--- config.mk ---
export PLATFORM = sky130hd
export DESIGN_NAME = cmdq_reg_frontend
export DESIGN_NICKNAME = d
export VERILOG_FILES = /design/src/rtl/cmdq_pkg.sv /design/src/rtl/cmdq_addr_dec.sv /design/src/rtl/cmdq_arm_ctl.sv /design/src/rtl/cmdq_irq_ctl.sv /design/src/rtl/cmdq_reg_frontend.sv
export SDC_FILE = /design/constraint.sdc
export NUM_CORES = 1
export LEC_CHECK = 0
export BUFFER_PORTS_ARGS = -buffer_cell sky130_fd_sc_hd__buf_2
export CORE_MARGIN = 2
export CORE_UTILIZATION = 45
export CTS_CLUSTER_DIAMETER = 150
export DETAILED_ROUTE_END_ITERATION = 10
export PLACE_DENSITY = 0.59
export SETUP_SLACK_MARGIN = 0.3
export SLEW_MARGIN = 20
export SYNTH_ARGS = -nofsm -noshare
export SYNTH_HDL_FRONTEND = slang
export SYNTH_SLANG_ARGS = --single-unit
--- constraint.sdc ---
create_clock -name clk_i -period 1.5 [get_ports clk_i]
set_input_delay 0.075 -clock clk_i [delete_from_list [all_inputs] [get_ports clk_i]]
set_output_delay 0.075 -clock clk_i [all_outputs]
set_load 0.005 [all_outputs]
--- src/rtl/cmdq_pkg.sv ---
package cmdq_pkg;
  localparam int DATA_W = 32;

  // word indices (byte offset / 4)
  localparam int IDX_END  = 5;
  localparam int IDX_WP   = 6;
  localparam int IDX_RP   = 7;
  localparam int IDX_CTRL = 8;
  localparam int IDX_STAT = 9;

  localparam logic [DATA_W-1:0] PTR_MASK  = 32'h0003_FFFF;
  localparam logic [DATA_W-1:0] CTRL_MASK = 32'hBFEF_F07F;
  localparam logic [DATA_W-1:0] ARM_KEY   = 32'hEE88_2266;
  localparam logic [DATA_W-1:0] STAT_RST  = 32'hF800_0000;
  localparam logic [DATA_W-1:0] CMPL_BITS = 32'h0000_0030;

  typedef enum logic [2:0] {
    K_PLAIN, K_END, K_WP, K_RP, K_CTRL, K_STAT, K_NONE
  } slot_kind_e;
endpackage

--- src/rtl/cmdq_addr_dec.sv ---
module cmdq_addr_dec
  import cmdq_pkg::*;
#(
  parameter int ADDR_W   = 12,
  parameter int NUM_REGS = 16,
  localparam int WIDX_W  = ADDR_W - 2,
  localparam int IDX_W   = $clog2(NUM_REGS)
) (
  input  logic [ADDR_W-1:0] addr_i,
  output logic [IDX_W-1:0]  idx_o,
  output slot_kind_e        kind_o
);
  localparam logic [WIDX_W-1:0] LIMIT = WIDX_W'(NUM_REGS);

  logic [WIDX_W-1:0] word;
  assign word  = addr_i[ADDR_W-1:2];
  assign idx_o = word[IDX_W-1:0];

  always_comb begin
    if (word >= LIMIT)                    kind_o = K_NONE;
    else if (word == WIDX_W'(IDX_END))    kind_o = K_END;
    else if (word == WIDX_W'(IDX_WP))     kind_o = K_WP;
    else if (word == WIDX_W'(IDX_RP))     kind_o = K_RP;
    else if (word == WIDX_W'(IDX_CTRL))   kind_o = K_CTRL;
    else if (word == WIDX_W'(IDX_STAT))   kind_o = K_STAT;
    else                                  kind_o = K_PLAIN;
  end
endmodule

--- src/rtl/cmdq_arm_ctl.sv ---
module cmdq_arm_ctl
  import cmdq_pkg::*;
(
  input  logic              clk_i,
  input  logic              rst_ni,
  input  logic              wr_rp_i,
  input  logic              wr_wp_i,
  input  logic [DATA_W-1:0] wdata_i,
  output logic              armed_o,
  output logic              fire_o
);
  logic armed_q;

  always_ff @(posedge clk_i or negedge rst_ni) begin
    if (!rst_ni)                            armed_q <= 1'b0;
    else if (wr_rp_i && wdata_i == ARM_KEY) armed_q <= 1'b1;
    else if (wr_wp_i && armed_q)            armed_q <= 1'b0;
  end

  assign armed_o = armed_q;
  assign fire_o  = wr_wp_i && armed_q;
endmodule

--- src/rtl/cmdq_irq_ctl.sv ---
module cmdq_irq_ctl (
  input  logic clk_i,
  input  logic rst_ni,
  input  logic fire_i,
  input  logic en_i,
  input  logic clear_i,
  output logic irq_o
);
  logic irq_q;

  always_ff @(posedge clk_i or negedge rst_ni) begin
    if (!rst_ni)              irq_q <= 1'b0;
    else if (fire_i && en_i)  irq_q <= 1'b1;
    else if (clear_i)         irq_q <= 1'b0;
  end

  assign irq_o = irq_q;
endmodule

--- src/rtl/cmdq_reg_frontend.sv ---
module cmdq_reg_frontend
  import cmdq_pkg::*;
#(
  parameter int ADDR_W   = 12,
  parameter int NUM_REGS = 16
) (
  input  logic              clk_i,
  input  logic              rst_ni,
  input  logic [ADDR_W-1:0] addr_i,
  input  logic              we_i,
  input  logic [DATA_W-1:0] wdata_i,
  output logic [DATA_W-1:0] rdata_o,
  output logic              irq_o
);
  localparam int IDX_W = $clog2(NUM_REGS);

  logic [NUM_REGS-1:0][DATA_W-1:0] regs_q;
  logic [NUM_REGS-1:0][DATA_W-1:0] reg_wd;
  logic [NUM_REGS-1:0]             reg_we;
  logic [IDX_W-1:0]                idx;
  slot_kind_e                      kind;
  logic                            armed, fire, stat_clr, irq_en;
  logic [DATA_W-1:0]               rdata_q;
  logic [DATA_W-1:0]               ctrl_q, stat_q, end_q;

  cmdq_addr_dec #(.ADDR_W(ADDR_W), .NUM_REGS(NUM_REGS)) u_dec (
    .addr_i (addr_i),
    .idx_o  (idx),
    .kind_o (kind)
  );

  cmdq_arm_ctl u_arm (
    .clk_i   (clk_i),
    .rst_ni  (rst_ni),
    .wr_rp_i (we_i && kind == K_RP),
    .wr_wp_i (we_i && kind == K_WP),
    .wdata_i (wdata_i),
    .armed_o (armed),
    .fire_o  (fire)
  );

  assign ctrl_q   = regs_q[IDX_CTRL];
  assign stat_q   = regs_q[IDX_STAT];
  assign end_q    = regs_q[IDX_END];
  assign irq_en   = |(ctrl_q & CMPL_BITS);
  assign stat_clr = we_i && kind == K_STAT && |(wdata_i & CMPL_BITS);

  cmdq_irq_ctl u_irq (
    .clk_i   (clk_i),
    .rst_ni  (rst_ni),
    .fire_i  (fire),
    .en_i    (irq_en),
    .clear_i (stat_clr),
    .irq_o   (irq_o)
  );

  always_comb begin
    reg_we = '0;
    reg_wd = regs_q;
    if (we_i) begin
      unique case (kind)
        K_PLAIN: begin
          reg_we[idx] = 1'b1;
          reg_wd[idx] = wdata_i;
        end
        K_END: begin
          reg_we[IDX_END] = 1'b1;
          reg_wd[IDX_END] = wdata_i & PTR_MASK;
        end
        K_WP: begin
          reg_we[IDX_WP] = 1'b1;
          reg_wd[IDX_WP] = wdata_i & PTR_MASK;
          reg_we[IDX_RP] = 1'b1;
          reg_wd[IDX_RP] = wdata_i & PTR_MASK;
        end
        K_CTRL: begin
          reg_we[IDX_CTRL] = 1'b1;
          reg_wd[IDX_CTRL] = wdata_i & CTRL_MASK;
        end
        K_STAT: begin
          if (stat_clr) begin
            reg_we[IDX_STAT] = 1'b1;
            reg_wd[IDX_STAT] = stat_q & ~CMPL_BITS;
          end
        end
        default: ;  // K_RP arms only, K_NONE dropped
      endcase
    end
    if (fire) begin
      reg_we[IDX_STAT] = 1'b1;
      reg_wd[IDX_STAT] = stat_q | CMPL_BITS;
    end
  end

  for (genvar g = 0; g < NUM_REGS; g++) begin : g_reg
    localparam logic [DATA_W-1:0] RST_VAL = (g == IDX_STAT) ? STAT_RST : '0;
    always_ff @(posedge clk_i or negedge rst_ni) begin
      if (!rst_ni)        regs_q[g] <= RST_VAL;
      else if (reg_we[g]) regs_q[g] <= reg_wd[g];
    end
  end

  always_ff @(posedge clk_i or negedge rst_ni) begin
    if (!rst_ni) rdata_q <= '0;
    else         rdata_q <= (kind == K_NONE) ? '0 : regs_q[idx];
  end

  assign rdata_o = rdata_q;
endmodule

==> out/results.tsv <==
stage	metric	value	unit
outcome	outcome	finished with violations	
outcome	failing checks	negative setup slack	
clocking	total CTS buffers	57	
power	Pleak	15.51	nW
flow_run	max cap viols	0	
routing	drt first pass iters	5	
critical_path	critical path fanouts, max	7	
synth	ys flop type	dfrtp_1	
routing	Total Wirelength	70.18	mm
timing	max-slew violation count	0	
timing	Tmin final	1.706	ns
clocking	Num Clock Sinks	546	
timing	worst-case clock skew	0.01293	ns
global_routing	gr ovfl total	0	
timing	Slew headroom	54.55	%
final_layout	diodes inserted	0	
final_layout	synthesis-to-layout area growth	33.64	%
die	Initial Utilization	45.33	%
critical_path	CP Data Arrival Time	2.21	ns
routing	vias per cell	5.646	
place	Port Buffer Count	77	
clocking	CTS Buffer Depth	3	
clocking	CTS H-Tree Depth	2	
timing	Fin. Hold Viols	0	
global_routing	GRT Resource Usage Total	25.15	%
final_layout	most frequent cells in the layout	dfrtp_1 (541), mux2_2 (243), mux2_4 (184)	
timing	post-route setup slack	-0.2058	ns
worst_hold_path	Hold Crit Class	in2reg	
timing	Worst Tran Pin Value	0.6817	ns
place	placed insts	2320	
synth	Post-Syn Area	23730	um2
routing	DRC	0	
routing	Starting DRT DRC Count	942	
global_routing	maximum number of pins on one net before global-route repair	84	
die	Core ar.	52340	um2
final_layout	most common cell after layout, fill and taps aside	dfrtp_1	
critical_path	Critical Path Start Type	input port	
critical_path	Setup CP Type	in2reg	
critical_path	crit-path cells	buf_6 > or4_4 > buf_6 > nor2_4 > buf_12 > buf_6 > buf_6 > nand3_4 > clkbuf_16 > mux2_4	
synth	Cell variety after synth	40	
routing	antenna-violating nets left	0	
final_layout	Final Non-Filler Cells	2575	
routing	drt wl/cell	27.25	um
synth	Synth Net Count	1596	
place	pre-CTS setup slack	-0.6995	ns
routing	Via Count	14538	
synth	Async S/R FF share, synth	100.0	%
timing	fmax	586.3	MHz
timing	RSZ-0062 raised after global routing	yes	
die	Rows	84	
critical_path	critical path capture point type	register	
clocking	TritonCTS clock tree	done	
clocking	Worst-Skew Late Latency	0.62	ns
synth	top cell type's share of synthesized area	57.06	%
synth	Yosys warnings	0	
synth	sequential fraction of the synthesis area	57.62	%
synth	top cells by area, synth	dfrtp_1 (57%), mux2_2 (18%), mux4_2 (12%), clkbuf_1 (1.7%), nand2_1 (1.5%)	
die	Die Span Y	233.6	um
final_layout	share of cells above drive strength 1	60.52	%
power	VDD IR max	0.9036	mV
critical_path	Slowest-stage cell, CP	or4_4	
synth	largest area contributor in the netlist	dfrtp_1	
clocking	CTS clk-pin slew, worst paths	0.06	ns
critical_path	Top cell by count, worst path	buf_6	
timing	setup TNS	-49.74	ns
synth	Syn Inst Count	1549	
timing	final count of negative-setup-slack endpoints	464	
critical_path	max incr delay on CP	0.57	ns
place	Post-DP HPWL	36.95	mm
timing	final critical-path share of the clock period	113.7	%
place	RePlAce Congestion	0.7557	
die	# IOs	80	
global_routing	global-route wire length before repair	101.2	mm
clocking	CTS Root Cell	clkbuf_16	
final_layout	nets@finish	1888	
die	die area	54580	um2
die	Die W	233.6	um
critical_path	CP Data Required Time	2.01	ns
global_routing	vias in the first global route	15552	
synth	Syn Area/Cell	15.32	um2
synth	EDFF count, synth	0	
synth	register bit total from synthesis	546	
power	Power Dens Cells	969.4	nW/um2
global_routing	initial antenna violation count	2	
-- Yosys cell counts (all sizes together), types with 3 or more instances --
library cell and n:
nand2 93, nand3 8, dfrtp 541, clkbuf 107, mux2 427, mux4 128
a21oi 32, nor2 4, or2 3, and2 50, and3 3, nor4 7
o21ai 32, dfstp 5, mux2i 32, buf 54
-- through the flow --
| stage | total power [mW] | hold slack, ns | utilization [%] | instance area [um2] |
|---|---|---|---|---|
| 2_1_floorplan | 16.02 | -0.2206 | - | 23960 |
| 3_3_place_gp | 16.94 | -0.02409 | 50.16 | 26260 |
| 3_5_place_dp | 16.98 | -0.02656 | 50.16 | 26260 |
| 4_1_cts | 30.92 | 0.002944 | 58.63 | 30680 |
| 5_1_grt | 31.79 | 0.02979 | 60.58 | 31710 |
| 6_report | 30.74 | 0.03506 | 60.58 | 31710 |
-- worst max-delay path, delay by kind of cell --
kind / cells / cell delay, ns
and+or+nand+nor: 3 / 0.96
muxes: 1 / 0.30
buffers and inverters: 6 / 0.88
-- timing repair --
item	CTS	global route
pin swaps	60	59
hold buffers	35	0
gates cloned	27	15
gates resized for setup	273	158
hold endpoints to repair	920	0
endpoints found under the setup margin	534	540
setup buffers	56	17
-- where the power goes --
group,internal (mW),switching [mW],total (mW)
Combinational,0.847,1.05,1.90
Sequential,14.9,0.0972,15.0
Clock,7.93,5.91,13.8
-- final timing paths --
path,slack [ns],depth (start not counted),to,startpoint
max,-0.21,10,regs_q[6]$_DFFE_PN0P_,addr_i[9]
min,0.04,4,rdata_o[1]$_DFF_PN0_,addr_i[5]
max reg2reg,-0.16,5,rdata_o[6]$_DFF_PN0_,stat_q[6]$_DFFE_PN0P_
min reg2reg,0.36,0,stat_q[30]$_DFFE_PN1P_,stat_q[30]$_DFFE_PN1P_
max in group asynchronous,0.86,3,regs_q[217]$_DFFE_PN0P_,rst_ni
min in group asynchronous,0.09,3,regs_q[384]$_DFFE_PN0P_,rst_ni
-- sequential cells by signal, summed over array words and instances, names as in the netlist --
name           count
end_q             32
stat_q            32
rdata_o           32
ctrl_q            32
u_arm.armed_o      1
regs_q           416
u_irq.irq_o        1
-- logic make-up after synthesis --
family	Yosys count	synth area share [%]
AO/OA/AOI/OAI	69	1.529
buffers and inverters	162	2.800
flip-flops	546	57.62
multiplexers	587	34.02
AND/OR/NAND/NOR	185	4.034
-- metal layers --
metal	share of wire, %	GRT usage, %	vias to the layer above	wire (um)
li1	-	-	6205	-
met1	43	34.62	7836	30250
met2	48	41.02	358	33950
met3	4.8	4.370	139	3337
met4	3.8	7.595	0	2643
met5	0	0	-	0
-- cell type report --
cell class	instances	area, um2
clock inverters	12	88.84
fillers	3878	20630
inverters	1	3.754
multi-input cells	841	10600
well taps	688	860.8
repair buffers	394	4766
flip-flops and latches	546	13670
clock buffers	93	1714
No activity file was read; power rests on OpenSTA's default activity.
